## config.mk

```make
export PLATFORM = sky130hd
export DESIGN_NAME = twr_port
export DESIGN_NICKNAME = d
export VERILOG_FILES = /design/src/rtl/twr_pkg.sv /design/src/rtl/twr_sync.sv /design/src/rtl/twr_edge.sv /design/src/rtl/twr_frame.sv /design/src/rtl/twr_bank.sv /design/src/rtl/twr_txshift.sv /design/src/rtl/twr_port.sv
export SDC_FILE = /design/constraint.sdc
export NUM_CORES = 1
export LEC_CHECK = 0
export ABC_AREA = 1
export BUFFER_PORTS_ARGS = -buffer_cell sky130_fd_sc_hd__buf_2
export CAP_MARGIN = 20
export CELL_PAD_IN_SITES_DETAIL_PLACEMENT = 2
export CELL_PAD_IN_SITES_GLOBAL_PLACEMENT = 2
export CORE_MARGIN = 2
export CORE_UTILIZATION = 40
export CTS_CLUSTER_SIZE = 20
export DETAILED_ROUTE_END_ITERATION = 10
export PLACE_DENSITY = 0.88
export RECOVER_POWER = 50
export SYNTH_ARGS = -nofsm -noshare
export SYNTH_HDL_FRONTEND = slang
export SYNTH_SLANG_ARGS = --single-unit
export TNS_END_PERCENT = 50
```

## constraint.sdc

```tcl
create_clock -name clk -period 5.85 [get_ports clk]
set_clock_uncertainty 0.05 [all_clocks]
set_input_delay 0.585 -clock clk [delete_from_list [all_inputs] [get_ports clk]]
set_output_delay 0.585 -clock clk [all_outputs]
set_load 0.005 [all_outputs]
```

## src/rtl/twr_pkg.sv

```systemverilog
package twr_pkg;

    localparam int ADDR_W      = 4;
    localparam int DATA_W      = 12;
    localparam int NREG        = 1 << ADDR_W;
    localparam int FRAME_BITS  = ADDR_W + DATA_W;
    localparam int CNT_W       = $clog2(FRAME_BITS + 1);
    localparam int SYNC_STAGES = 2;

    typedef logic [ADDR_W-1:0] addr_t;
    typedef logic [DATA_W-1:0] word_t;
    typedef logic [CNT_W-1:0]  cnt_t;

    // Host pins as one bundle so they travel through one synchroniser.
    typedef struct packed {
        logic sclk;
        logic sel_n;
        logic rw;
        logic din;
    } pins_t;

    localparam pins_t PINS_IDLE = '{sclk: 1'b0, sel_n: 1'b1, rw: 1'b0, din: 1'b0};

    typedef enum logic [1:0] {
        PH_ADDR,
        PH_DATA,
        PH_DONE
    } phase_e;

    function automatic phase_e phase_of(cnt_t c);
        if (c < cnt_t'(ADDR_W))
            return PH_ADDR;
        else if (c < cnt_t'(FRAME_BITS))
            return PH_DATA;
        else
            return PH_DONE;
    endfunction

    function automatic word_t word_shift_in(word_t cur, logic b);
        return {b, cur[DATA_W-1:1]};
    endfunction

    function automatic addr_t addr_shift_in(addr_t cur, logic b);
        return {b, cur[ADDR_W-1:1]};
    endfunction

endpackage

```

## src/rtl/twr_sync.sv

```systemverilog
module twr_sync #(
    parameter int             W       = 4,
    parameter int             STAGES  = 2,
    parameter logic [W-1:0]   RST_VAL = '0
) (
    input  logic         clk,
    input  logic         rst,
    input  logic [W-1:0] d,
    output logic [W-1:0] q
);

    for (genvar i = 0; i < W; i++) begin : g_bit
        logic [STAGES-1:0] ff;
        always_ff @(posedge clk) begin
            if (rst)
                ff <= {STAGES{RST_VAL[i]}};
            else
                ff <= {ff[STAGES-2:0], d[i]};
        end
        assign q[i] = ff[STAGES-1];
    end

endmodule

```

## src/rtl/twr_edge.sv

```systemverilog
module twr_edge (
    input  logic clk,
    input  logic rst,
    input  logic level,
    output logic rise,
    output logic fall
);

    logic level_d;

    always_ff @(posedge clk) begin
        if (rst)
            level_d <= 1'b0;
        else
            level_d <= level;
    end

    assign rise = level & ~level_d;
    assign fall = ~level & level_d;

endmodule

```

## src/rtl/twr_frame.sv

```systemverilog
module twr_frame
    import twr_pkg::*;
(
    input  logic  clk,
    input  logic  rst,
    input  logic  desel,
    input  logic  rise,
    input  logic  rw_s,
    input  logic  din_s,
    output cnt_t  cnt,
    output logic  load,
    output addr_t rd_addr,
    output logic  wr_en,
    output addr_t wr_addr,
    output word_t wr_data
);

    addr_t  addr_q;
    word_t  data_q;
    phase_e ph;
    logic   take;

    assign ph   = phase_of(cnt);
    assign take = rise && !desel && (ph != PH_DONE);

    always_ff @(posedge clk) begin
        if (rst || desel) begin
            cnt    <= '0;
            addr_q <= '0;
            data_q <= '0;
        end else if (take) begin
            cnt <= cnt + cnt_t'(1);
            if (ph == PH_ADDR)
                addr_q <= addr_shift_in(addr_q, din_s);
            else
                data_q <= word_shift_in(data_q, din_s);
        end
    end

    // Address completes on the last address bit; the read word is fetched then.
    assign load    = take && (cnt == cnt_t'(ADDR_W - 1));
    assign rd_addr = addr_shift_in(addr_q, din_s);

    assign wr_en   = take && (cnt == cnt_t'(FRAME_BITS - 1)) && !rw_s;
    assign wr_addr = addr_q;
    assign wr_data = word_shift_in(data_q, din_s);

endmodule

```

## src/rtl/twr_bank.sv

```systemverilog
module twr_bank
    import twr_pkg::*;
(
    input  logic  clk,
    input  logic  rst,
    input  logic  wr_en,
    input  addr_t wr_addr,
    input  word_t wr_data,
    input  addr_t rd_addr,
    output word_t rd_data
);

    word_t regs [NREG];

    for (genvar r = 0; r < NREG; r++) begin : g_reg
        always_ff @(posedge clk) begin
            if (rst)
                regs[r] <= '0;
            else if (wr_en && (wr_addr == addr_t'(r)))
                regs[r] <= wr_data;
        end
    end

    assign rd_data = regs[rd_addr];

endmodule

```

## src/rtl/twr_txshift.sv

```systemverilog
module twr_txshift
    import twr_pkg::*;
(
    input  logic  clk,
    input  logic  rst,
    input  logic  desel,
    input  logic  load,
    input  logic  fall,
    input  cnt_t  cnt,
    input  word_t rd_data,
    output logic  bit_out
);

    word_t sh;
    logic  adv;

    // Advance after the falls that follow payload rises 5..15.
    assign adv = fall && (cnt > cnt_t'(ADDR_W)) && (cnt < cnt_t'(FRAME_BITS));

    always_ff @(posedge clk) begin
        if (rst || desel)
            sh <= '0;
        else if (load)
            sh <= rd_data;
        else if (adv)
            sh <= word_shift_in(sh, 1'b0);
    end

    assign bit_out = sh[0];

endmodule

```

## src/rtl/twr_port.sv

```systemverilog
module twr_port
    import twr_pkg::*;
(
    input  logic clk,
    input  logic rst,
    input  logic sclk,
    input  logic sel_n,
    input  logic rw,
    input  logic sdio_in,
    output logic sdio_out,
    output logic sdio_oe
);

    pins_t raw;
    pins_t syn;
    logic  desel;
    logic  rise;
    logic  fall;
    cnt_t  cnt;
    logic  load;
    addr_t rd_addr;
    word_t rd_data;
    logic  wr_en;
    addr_t wr_addr;
    word_t wr_data;
    logic  oe_q;

    assign raw = '{sclk: sclk, sel_n: sel_n, rw: rw, din: sdio_in};

    twr_sync #(
        .W       ($bits(pins_t)),
        .STAGES  (SYNC_STAGES),
        .RST_VAL (PINS_IDLE)
    ) u_sync (
        .clk (clk),
        .rst (rst),
        .d   (raw),
        .q   (syn)
    );

    assign desel = syn.sel_n;

    twr_edge u_edge (
        .clk   (clk),
        .rst   (rst),
        .level (syn.sclk),
        .rise  (rise),
        .fall  (fall)
    );

    twr_frame u_frame (
        .clk     (clk),
        .rst     (rst),
        .desel   (desel),
        .rise    (rise),
        .rw_s    (syn.rw),
        .din_s   (syn.din),
        .cnt     (cnt),
        .load    (load),
        .rd_addr (rd_addr),
        .wr_en   (wr_en),
        .wr_addr (wr_addr),
        .wr_data (wr_data)
    );

    twr_bank u_bank (
        .clk     (clk),
        .rst     (rst),
        .wr_en   (wr_en),
        .wr_addr (wr_addr),
        .wr_data (wr_data),
        .rd_addr (rd_addr),
        .rd_data (rd_data)
    );

    twr_txshift u_tx (
        .clk     (clk),
        .rst     (rst),
        .desel   (desel),
        .load    (load),
        .fall    (fall),
        .cnt     (cnt),
        .rd_data (rd_data),
        .bit_out (sdio_out)
    );

    always_ff @(posedge clk) begin
        if (rst)
            oe_q <= 1'b0;
        else
            oe_q <= !desel && syn.rw;
    end

    assign sdio_oe = oe_q;

endmodule

```

Yosys cells after proc, flatten, opt, wreduce, memory -nomap -nowiden
Memory sizes are Yosys's and may differ from the RTL's.
Cells that the tools add are included.
- $add $sub $neg: 1
- order comparisons: 3
- eq/ne operators: 18
- mux-type cells: 70
- bitwise operators: 21
- reduce and logical (&&, ||, !) cells: 32
- operators with widths (cell ; number):
    12-bit 2-to-1 mux ; 18
    1-bit 2-to-1 mux ; 50
    4-bit equality test (second input constant) ; 8
    1-bit logical AND ; 24
    4-bit by 3-bit equality test with 1-bit output (second input constant) ; 4
    1-bit OR ; 16
    4-bit by 2-bit equality test with 1-bit output (second input constant) ; 2
    5-bit by 1-bit adder with 5-bit output (second input constant) ; 1
    5-bit by 2-bit equality test with 1-bit output (second input constant) ; 1
    5-bit by 4-bit equality test with 1-bit output (second input constant) ; 1
    5-bit by 3-bit greater-than comparator with 1-bit output (second input constant) ; 1
    5-bit by 3-bit less-than comparator with 1-bit output (second input constant) ; 1
    5-bit less-than comparator (second input constant) ; 1
    4-bit by 1-bit equality test with 1-bit output (second input constant) ; 1
    4-bit logical NOT ; 1
    2-bit 2-to-1 mux ; 2
    2-bit AND reduction ; 2
    1-bit inverter ; 3
    1-bit bitwise AND ; 2
    1-bit logical NOT ; 2
    2-bit logical NOT ; 1
    2-bit inequality test (second input constant) ; 1
    2-bit nonzero test ; 1
    1-bit logical OR ; 1
- bits in registers: 43
- bits in writable memories: 192
- input port bits: 6
- memories kept: 1
- memory list (name ; words ; bits a word ; read ports ; clocked after Yosys merged registers in ; wr ports ; RTL line ; RTL):
    u_bank.regs ; 16 ; 12 ; 1 ; 0 ; 16 ; twr_bank.sv:13 ; word_t regs [NREG];

Depth between registers and ports, before layout
Gate-level depths: netlist of run 1.
- depth after elaboration: 12
- mapped depth: 11
- gate-level depth less buffers: 10

Hierarchy
A second synthesis of run 1 with hierarchy kept.
- cell total of the unflattened synthesis: 1350
- area, all modules: 11417.2 um^2
- modules (own cells, without submodules) (module ; instances ; cells each ; area each (um^2) ; seq. area each (um^2)):
    twr_bank ; 1 ; 1070 ; 9381.5 ; 5765.5
    twr_frame ; 1 ; 145 ; 1077.3 ; 400.4
    twr_txshift ; 1 ; 96 ; 631.9 ; 240.2
    twr_sync ; 1 ; 29 ; 254.0 ; 160.2
    twr_edge ; 1 ; 6 ; 38.8 ; 20.0
    twr_port ; 1 ; 4 ; 33.8 ; 20.0

Worst setup path after synthesis of run 1
Ideal clock, no wire load.
- path kind: flip-flop to flip-flop
- start point: register u_frame.cnt[0]
- end point: memory u_bank.regs[11][0] (netlist name) (enable)
- library setup time: 0.398 ns
- arrival time: 2.384 ns
- data required time: 5.402 ns
- setup slack: 3.018 ns
- stages on the path, launching flop included: 11
- path buffers: 0
- clock period less this slack: 2.832 ns
- path through: dfxtp_1 > ha_1 > inv_1 > nor3_1 > ha_1 > inv_1 > nor2_1 > nand2_4 > nor3_4 > inv_1 > o21ai_0
- RTL lines (element ; RTL line ; RTL):
    start: declaration ; twr_frame.sv:10 ; output cnt_t cnt,
    start signal: assignment ; twr_frame.sv:32 ; cnt <= cnt + cnt_t'(1);
    end: declaration ; twr_bank.sv:13 ;

==> qor.csv, run 1 <==
stage,metric,value,unit
synth,synth.most_common_cell,nand2_1,
grt,antenna_found_initial,2,
cells_and_area,final_cells,1616,
synth,synth_xor_area_frac,0,
grt,grt_util_all_layers,0.2818,
cells_and_area,fin_nets,1262,
power,sw_frac_of_total,0.2272,
floorplan,core,26950,µm²
grt,grt_pass1_vias,9761,
power,p_int,2.897,mW
power,seqPwrFrac,0.505,
routing,antenna_left,0,
synth,syn_inst,1270,
placement,globalplace.congestion,0.7777,
routing,drt-pass1-iter-count,7,
sta,worst_hold_slack,0.1821,ns
sta,hold_viol,0,
power,p_leak,4.744,nW
power,p_switching,851.6,µW
grt,overflow,0,
floorplan,rows,60,
worst_setup_path,worst_path_dominant_cell_family,simple AND/OR/NAND/NOR gates,
cells_and_area,syn_to_final_growth,9.684,%
placement,dp_hpwl,24.45,mm
worst_setup_path,path_max_fanout,74,
routing,wl_per_cell,24.63,µm
synth,synth_top_area_share,0.5262,
floorplan,die_area,28730,µm²
worst_hold_path,hold-path-cell-count,2,
power,pwr-share-comb,0.038,
synth,synthAdderAreaFrac,0.003426,
worst_setup_path,reg2reg_slack,1.30,ns
worst_setup_path,reg2reg_from,u_frame.wr_addr[1],
clock_tree,insertion_delay,0.55,ns
sta,setup_viol,0,
cells_and_area,antenna_cells,0,
clock_tree,root_buffer,clkbuf_16,
floorplan,chipHeight,169.5,µm
synth,synth_commonest_cells,"nand2_1, nor2_1, edfxtp_1",
sta,fmax,219.9,MHz
sta,finalSetupTns,0,ns
worst_setup_path,reg2reg_to,u_bank.regs[6][0],
synth,synth_compound_area_frac,0.03038,
synth,syn_nets,1279,
sta,slew_headroom,-0.2475,
worst_setup_path,max_stage_delay,1.19,ns
synth,syn_area,10960,µm²
worst_setup_path,endpoint_kind,flop,
synth,synth_edf_count,192,
clock_tree,clkTransAtPathRegs,0.07,ns
clock_tree,post-cts-setup-buffers,0,
power,cellPowerDensity,311.9,nW/µm²
synth,synthTopCellsByArea,"edfxtp_1, nand2_1, nor2_1",
worst_setup_path,crit_type,flop to flop,
synth,synth_top_family_by_area,simple AND/OR/NAND/NOR gates,
clock_tree,cts_max_level,1,
floorplan,die_x,169.5,µm
routing,drc,0,
clock_tree,cts_tree,yes,
outcome,violations,"max-capacitance violations, max-slew violations",
routing,routed_via_density,5.488,
cells_and_area,design_area,12020,µm²
synth,ys_seq_area_frac,0.6029,
worst_setup_path,critPathRequiredTime,6.17,ns
floorplan,ios,8,
synth,syn_area_per_cell,8.627,µm²
worst_setup_path,worstSetupStartpoint,u_frame.wr_addr[1],
worst_setup_path,r2r_cells,5,
synth,synth-seq-cells,234,
placement,portBuffers,7,
clock_tree,numCtsBuffers,28,
worst_setup_path,worstPathBufferInverterCount,2,
routing,first_iter_violations,693,
worst_hold_path,hp-class,input pin to flop,
clock_tree,cts.path.max_buffers,3,
synth,yosys_warnings,0,
outcome,status,"complete, but fails checks",
synth,synth_area_leader_cell,edfxtp_1,
synth,yosys_most_used_dff,edfxtp_1,
synth,synth_async_sr_flop_share,0,
sta,fin_crit,4.547,ns
sta,slew_viol_final,106,
worst_setup_path,startpoint_type,flop,
worst_setup_path,cp_cell_sequence,inv_1 > clkbuf_2 > nor3_1 > nand3_1 > nor2_1,
clock_tree,cts.sinks,234,
clock_tree,cts_hold_buf,0,
routing,finalWirelength,39.80,mm
clock_tree,cts-resized-gates,0,
routing,via_count,8869,
sta,grt_setup_unrepaired,no,
worst_hold_path,min_to,u_sync.g_bit[2].ff[0],
sta,tightest_slew,1.871,ns
worst_setup_path,crit_arrival,4.86,ns
placement,place_inst,1561,
grt,grt_max_degree,75,
grt,grt_first_pass_wirelength,59.80,mm
placement,dpl_cell_area,11220,µm²
cells_and_area,drive_gt1_frac,0.06510,
synth,yosysUniqueCellTypes,25,
worst_setup_path,cp_slowest_cell,nor3_1,
floorplan,initial_core_util,0.4065,
synth,synthMuxAreaShare,0,
synth,synthSimpleGateAreaFrac,0.2779,
cells_and_area,fill_cells,2928,
sta,period_share,0.7773,
power,vdd_drop_max,0.2041,mV
worst_hold_path,hold_start,sel_n,
power,clockPowerShare,0.456,
job,drv_cap,2,
-- flip-flops by register name, indices dropped and copies added (netlist names) --
| register | cells |
|---|---|
| u_bank.regs | 192 |
| u_tx.sh | 12 |
| u_frame.data_q | 11 |
| u_sync.g_bit.ff | 8 |
| u_frame.cnt | 5 |
| u_frame.wr_addr | 4 |
| sdio_oe | 1 |
| u_edge.level_d | 1 |
-- worst register-to-register path, delay by kind of cell (launching register included) --
family	cells	cell delay, ns
simple gates	3	2.34
buf+inv	2	1.23
flops	1	0.75
-- layer usage --
layer	GRT usage	wire length [µm]	vias up
met2	0.4886	19850	280
li1	-	-	3959
met3	0.05037	2360	96
met1	0.3527	16210	4532
met4	0.1048	1366	2
met5	0	13	-
-- metrics by stage --
step / total power, mW / worst slack [ns] / utilization
global route: 3.838 / 1.150 / 0.4459
finish: 3.749 / 1.303 / 0.4459
global placement: 2.044 / 2.458 / 0.4155
floorplan: 1.996 / 3.018 / -
CTS: 3.761 / 2.225 / 0.4491
detailed placement: 2.064 / 2.394 / 0.4165
-- cell type report --
type,instances,area (µm²),area share
well taps,341,426.7,0.03550
repair buffers,31,187.7,0.01562
multi-input cells,806,3344,0.2783
flip-flops and latches,234,6610,0.5500
clock buffers,38,759.5,0.06320
inverters,152,570.5,0.04748
clock inverters,14,118.9,0.009891
-- power by group through the flow --
| stage | combinational, mW | sequential (mW) | clock, mW |
|---|---|---|---|
| 4_1_cts | 0.144 | 1.89 | 1.72 |
| 2_1_floorplan | 0.0802 | 1.92 | 0 |
| 5_1_grt | 0.157 | 1.90 | 1.78 |
| 6_report | 0.143 | 1.89 | 1.71 |
| 3_5_place_dp | 0.137 | 1.93 | 0 |
| 3_3_place_gp | 0.125 | 1.92 | 0 |
-- cell usage in the layout (no fill, tap or decap), types with 13 or more instances in the layout --
cell       count
nor2_1       279
or2_2         14
buf_4         15
clkbuf_16     29
edfxtp_1     192
a21oi_1       30
o21ai_0       33
nor3_1        20
dfxtp_1       41
nand3_1       92
clkbuf_1      18
nand2_1      324
inv_1        143
clkinv_1      13
-- logic make-up after synthesis --
group                      after synthesis
DFF                                    234
and+or+nand+nor                        737
buffers and inverters                  230
AOI/OAI and AO/OA                       66
adders and majority gates                3
-- worst max-delay path by stage --
| stage | to | cells past startpoint |
|---|---|---|
| after floorplan | u_bank.regs[11][0] | 10 |
| after global placement | u_bank.regs[5][7] | 4 |
| after detailed placement | u_bank.regs[5][11] | 5 |
| after CTS | u_bank.regs[5][1] | 5 |
| after global routing | u_bank.regs[6][2] | 5 |
| final | u_bank.regs[6][0] | 5 |
Note: power is estimated with default switching activity, not from simulation.
==> inputs of run 2 (changes only) <==
==> constraint.sdc (replaced) <==
create_clock -name clk -period 4.7 [get_ports clk]
set_clock_uncertainty 0.05 [all_clocks]
set_input_delay 0.47 -clock clk [delete_from_list [all_inputs] [get_ports clk]]
set_output_delay 0.47 -clock clk [all_outputs]
set_load 0.005 [all_outputs]
==> run 2 against run 1 <==
Largest power group unchanged. Cell area decreased by 0.49%. Critical path type unchanged. Hold slack got worse by 0.13 ns. The flow now finishes without violations. Clock power increased by 18%. Largest cell class unchanged. Critical path depth increased by 6. Flip-flop and latch count did not move. Utilization is 0.22 points lower. Combinational power rose by 23%. First-iteration DRC count increased by 33%. Die area did not move.
==> qor.csv, run 2 (synthesized netlist as in run 1, its figures left out) <==
stage,metric,value,unit
outcome,status,completed,
power,cellPowerDensity,380.2,nW/µm²
grt,grt_first_pass_wirelength,60.82,mm
clock_tree,post-cts-setup-buffers,0,
routing,routed_via_density,5.609,
worst_setup_path,crit_arrival,3.88,ns
routing,drt-pass1-iter-count,5,
sta,fmax,266.0,MHz
clock_tree,clkTransAtPathRegs,0.06,ns
routing,finalWirelength,41.62,mm
floorplan,initial_core_util,0.4065,
job,drv_cap,0,
worst_setup_path,endpoint_kind,flop,
clock_tree,cts.path.max_buffers,3,
routing,antenna_left,0,
clock_tree,cts.sinks,234,
floorplan,chipHeight,169.5,µm
routing,drc,0,
placement,globalplace.congestion,0.7951,
sta,hold_viol,0,
cells_and_area,antenna_cells,0,
sta,worst_hold_slack,0.05294,ns
cells_and_area,fill_cells,2945,
grt,overflow,0,
sta,worst_slack,0.9409,ns
power,pwr-share-comb,0.039,
grt,grt_util_all_layers,0.2831,
sta,tightest_slew,1.036,ns
floorplan,core,26950,µm²
clock_tree,insertion_delay,0.55,ns
worst_setup_path,crit_type,flop to flop,
sta,grt_setup_unrepaired,no,
cells_and_area,design_area,11960,µm²
routing,wl_per_cell,25.80,µm
cells_and_area,fin_nets,1262,
power,p_int,3.481,mW
cells_and_area,layout_commonest_cell,nand2_1,
worst_setup_path,startpoint_type,flop,
clock_tree,cts-resized-gates,0,
floorplan,rows,60,
sta,slew_headroom,0.3087,
placement,dp_hpwl,25.36,mm
clock_tree,cts_max_level,1,
routing,via_count,9047,
placement,portBuffers,7,
placement,pre_cts_slack,1.429,ns
clock_tree,root_buffer,clkbuf_16,
power,seqPwrFrac,0.519,
grt,antenna_found_initial,1,
cells_and_area,seq_area,6610,µm²
routing,first_iter_violations,921,
cells_and_area,syn_to_final_growth,9.147,%
power,clockPowerShare,0.442,
clock_tree,cts_tree,yes,
sta,setup_viol,0,
grt,grt_max_degree,76,
floorplan,die_x,169.5,µm
cells_and_area,largest_reg_flops,192,
floorplan,die_area,28730,µm²
cells_and_area,largest_register,u_bank.regs,
cells_and_area,largestRegisters,"u_bank.regs (192), u_tx.sh (12), u_frame.data_q (11)",
sta,slew_viol_final,0,
placement,dpl_cell_area,11210,µm²
power,p_switching,1.067,mW
sta,period_share,0.7998,
worst_hold_path,hp-class,input pin to flop,
floorplan,ios,8,
power,vdd_drop_max,0.2879,mV
grt,grt_pass1_vias,9822,
power,p_leak,4.706,nW
power,sw_frac_of_total,0.2346,
worst_setup_path,path_max_fanout,12,
cells_and_area,drive_gt1_frac,0.06368,
cells_and_area,post-route-util,0.4437,
clock_tree,numCtsBuffers,27,
worst_setup_path,critPathRequiredTime,4.83,ns
cells_and_area,multi_input_area,3356,µm²
cells_and_area,most-common-layout-cells,"nand2_1, nor2_1, edfxtp_1, inv_1, nand3_1",
clock_tree,cts_hold_buf,0,
sta,fin_crit,3.759,ns
sta,finalSetupTns,0,ns
[run 2: cell count changes in the layout (fill, tap and decap cells not counted), moves of 2 or more]
cell / delta
buf_4: +2
bufinv_16: -2
clkbuf_8: +2
clkinv_2: -3
o21ai_0: +2
o21ai_1: -2
[run 2: worst max-delay path: stages (launching register included)]
cell      delay, ns
dfxtp_1        0.38
ha_1           0.21
inv_1          0.07
nor3_1         0.15
ha_1           0.18
inv_1          0.04
nor2_1         0.12
nand2_1        0.27
nor3_1         0.70
inv_1          0.24
o21ai_0        0.30
clkbuf_1       0.66
[run 2: area by class of cell]
cell class              instances  area share
well taps                     341     0.03568
inverters                     152     0.04771
multi-input cells             806      0.2806
clock inverters                10    0.003976
clock buffers                  38     0.06340
repair buffers                 32     0.01590
flip-flops and latches        234      0.5527
[run 2: per-stage QoR]
stage	power, mW	instances
after floorplan	2.480	1270
after global placement	2.539	1560
after detailed placement	2.566	1560
after CTS	4.529	1608
after global routing	4.645	1613
final	4.547	1613
[run 2: routing by layer]
metal / vias to the layer above / routed length [µm] / track usage
li1: 3964 / - / -
met1: 4671 / 16350 / 0.3501
met2: 320 / 21600 / 0.5113
met3: 92 / 2201 / 0.03242
met4: 0 / 1467 / 0.1022
met5: - / 0 / 0
[run 2: final timing paths]
| kind | start | end | slack (ns) | cells past startpoint |
|---|---|---|---|---|
| max | u_frame.cnt[1] | u_bank.regs[5][11] | 0.94 | 11 |
| min | sel_n | u_sync.g_bit[2].ff[0] | 0.05 | 2 |
| min reg2reg | u_sync.g_bit[3].ff[0] | u_sync.g_bit[3].ff[1] | 0.36 | 2 |
| max reg2reg | u_frame.cnt[1] | u_bank.regs[5][11] | 0.94 | 11 |
[run 2: power by group through the flow]
stage,combinational [mW],clock [mW],sequential (mW)
2_1_floorplan,0.0970,0,2.38
3_3_place_gp,0.151,0,2.39
3_5_place_dp,0.166,0,2.40
4_1_cts,0.171,2.00,2.36
5_1_grt,0.191,2.09,2.37
6_report,0.176,2.01,2.36
==> inputs of run 3 (changes only) <==
==> constraint.sdc (replaced) <==
create_clock -name clk -period 3.9 [get_ports clk]
set_clock_uncertainty 0.05 [all_clocks]
set_input_delay 0.39 -clock clk [delete_from_list [all_inputs] [get_ports clk]]
set_output_delay 0.39 -clock clk [all_outputs]
set_load 0.005 [all_outputs]
==> run 3 against run 2 <==
The run now ends with max-capacitance violations, max-slew violations left. Setup slack worse by 0.44 ns. Sequential power is 20% higher. Register-to-register slack worse by 0.44 ns. Utilization is 0.76 points higher. Critical path depth stayed put. Count of clock-buffer cells in the layout is 1 higher. Combinational power is 23% higher. Non-clock buffer count is 5 higher. Via count is 0.27% higher. First-iteration DRC count is 10% lower. Cell count is 0.56% higher.
==> qor.csv, run 3 (synthesized netlist as in run 1, its figures left out) <==
stage,metric,value,unit
cells_and_area,final_cells,1622,
floorplan,ios,8,
worst_setup_path,max_stage_delay,0.65,ns
clock_tree,cts.path.max_buffers,3,
routing,finalWirelength,42.46,mm
routing,via_count,9071,
clock_tree,cts.sinks,234,
clock_tree,cts_max_level,1,
worst_setup_path,cp_cell_sequence,ha_1 > inv_1 > nor3_1 > ha_1 > inv_1 > nor2_1 > nand2_4 > nor3_1 > inv_1 > o21ai_0 > clkbuf_2,
grt,overflow,0,
power,vdd_drop_max,0.4391,mV
cells_and_area,largest_reg_flops,192,
floorplan,chipHeight,169.5,µm
power,p_leak,4.834,nW
clock_tree,numCtsBuffers,28,
routing,antenna_left,0,
cells_and_area,layout_commonest_cell,nand2_1,
cells_and_area,syn_to_final_growth,11.01,%
floorplan,die_area,28730,µm²
floorplan,initial_core_util,0.4065,
placement,portBuffers,7,
cells_and_area,largest_register,u_bank.regs,
sta,finalSetupTns,0,ns
sta,period_share,0.8719,
cells_and_area,drive_gt1_frac,0.07884,
sta,hold_viol,0,
clock_tree,cts-resized-gates,0,
grt,grt_max_degree,88,
cells_and_area,most-common-layout-cells,"nand2_1, nor2_1, edfxtp_1, inv_1, nand3_1",
worst_setup_path,startpoint_type,flop,
grt,grt_pass1_vias,10090,
cells_and_area,fill_cells,2933,
sta,tightest_slew,1.785,ns
power,cellPowerDensity,475.5,nW/µm²
sta,setup_viol,0,
cells_and_area,largestRegisters,"u_bank.regs (192), u_tx.sh (12), u_frame.data_q (11)",
worst_setup_path,cp_slowest_cell,nor3_1,
floorplan,die_x,169.5,µm
cells_and_area,fin_nets,1268,
worst_setup_path,endpoint_kind,flop,
grt,grt_first_pass_wirelength,63.89,mm
clock_tree,clkTransAtPathRegs,0.06,ns
clock_tree,insertion_delay,0.56,ns
routing,wl_per_cell,26.18,µm
sta,fmax,294.1,MHz
worst_setup_path,worst_path_dominant_cell_family,simple AND/OR/NAND/NOR gates,
routing,routed_via_density,5.592,
grt,antenna_found_initial,0,
grt,grt_util_all_layers,0.3008,
routing,drt-pass1-iter-count,5,
worst_hold_path,hp-class,input pin to flop,
floorplan,rows,60,
sta,grt_setup_unrepaired,no,
cells_and_area,post-route-util,0.4513,
routing,drc,0,
worst_setup_path,worstPathBufferInverterCount,4,
placement,dp_hpwl,24.42,mm
worst_setup_path,path_max_fanout,12,
outcome,status,"complete, but fails checks",
floorplan,core,26950,µm²
clock_tree,cts_tree,yes,
clock_tree,root_buffer,clkbuf_16,
placement,globalplace.congestion,0.8082,
worst_setup_path,crit_top_cell,inv_1,
sta,fin_crit,3.400,ns
job,drv_cap,1,
outcome,violations,"max-capacitance violations, max-slew violations",
worst_setup_path,reg2reg_slack,0.50,ns
placement,place_inst,1569,
sta,slew_viol_final,21,
sta,slew_headroom,-0.1944,
worst_setup_path,critPathRequiredTime,4.05,ns
worst_setup_path,crit_type,flop to flop,
worst_setup_path,crit_arrival,3.55,ns
cells_and_area,antenna_cells,0,
routing,first_iter_violations,828,
==> run 3: path summary, 6_finish.rpt <==
kind                                             from                     to  depth (start not counted)
worst min register to register  u_sync.g_bit[1].ff[0]  u_sync.g_bit[1].ff[1]                          2
worst max register to register         u_frame.cnt[0]     u_bank.regs[11][1]                         11
worst min-delay path                          sdio_in  u_sync.g_bit[0].ff[0]                          3
worst max-delay path                   u_frame.cnt[0]     u_bank.regs[11][1]                         11
==> run 3: worst register-to-register path, cell delays in order (launching register included) <==
cell and delay [ns]:
dfxtp_1 0.39, ha_1 0.24, inv_1 0.08, nor3_1 0.16, ha_1 0.18, inv_1 0.04, nor2_1 0.19, nand2_4 0.14
nor3_1 0.66, inv_1 0.27, o21ai_0 0.24, clkbuf_2 0.42
==> run 3: where the power goes <==
part / leakage, nW / internal, mW / switching (mW)
logic: 2.18 / 0.0538 / 0.162
registers: 2.17 / 2.80 / 0.0447
clock network: 0.480 / 1.60 / 1.13
total: 4.83 / 4.45 / 1.34
==> run 3: through the flow <==
step | setup slack [ns] | cell area (µm²) | hold WS (ns) | total power, mW
global route | 0.3409 | 12160 | 0.04799 | 5.924
CTS | 0.8311 | 12240 | 0.02134 | 5.804
finish | 0.4996 | 12160 | 0.04406 | 5.784
detailed placement | 1.028 | 11280 | 0.3562 | 3.091
floorplan | 1.068 | 10960 | 0.3383 | 2.989
global placement | 1.120 | 11280 | 0.3405 | 3.064
==> run 3: routing by layer <==
| metal | routed length, µm | global-route usage | vias up |
|---|---|---|---|
| li1 | - | - | 3974 |
| met5 | 0 | 0.001739 | - |
| met3 | 2470 | 0.04431 | 100 |
| met1 | 16940 | 0.3761 | 4654 |
| met4 | 1682 | 0.1137 | 0 |
| met2 | 21370 | 0.5276 | 343 |
==> run 3: layout make-up <==
cell class | count | area, µm² | share of cell area
multi-input cells | 806 | 3367 | 0.2768
inverters | 152 | 570.5 | 0.04691
clock inverters | 13 | 95.09 | 0.007818
flip-flops and latches | 234 | 6610 | 0.5435
repair buffers | 37 | 237.7 | 0.01955
well taps | 341 | 426.7 | 0.03508
clock buffers | 39 | 855.8 | 0.07036
==> run 3: what timing repair did <==
action	CTS	global route
buffers inserted	0	0
hold buffers	1	0
endpoints found under the hold margin	1	0
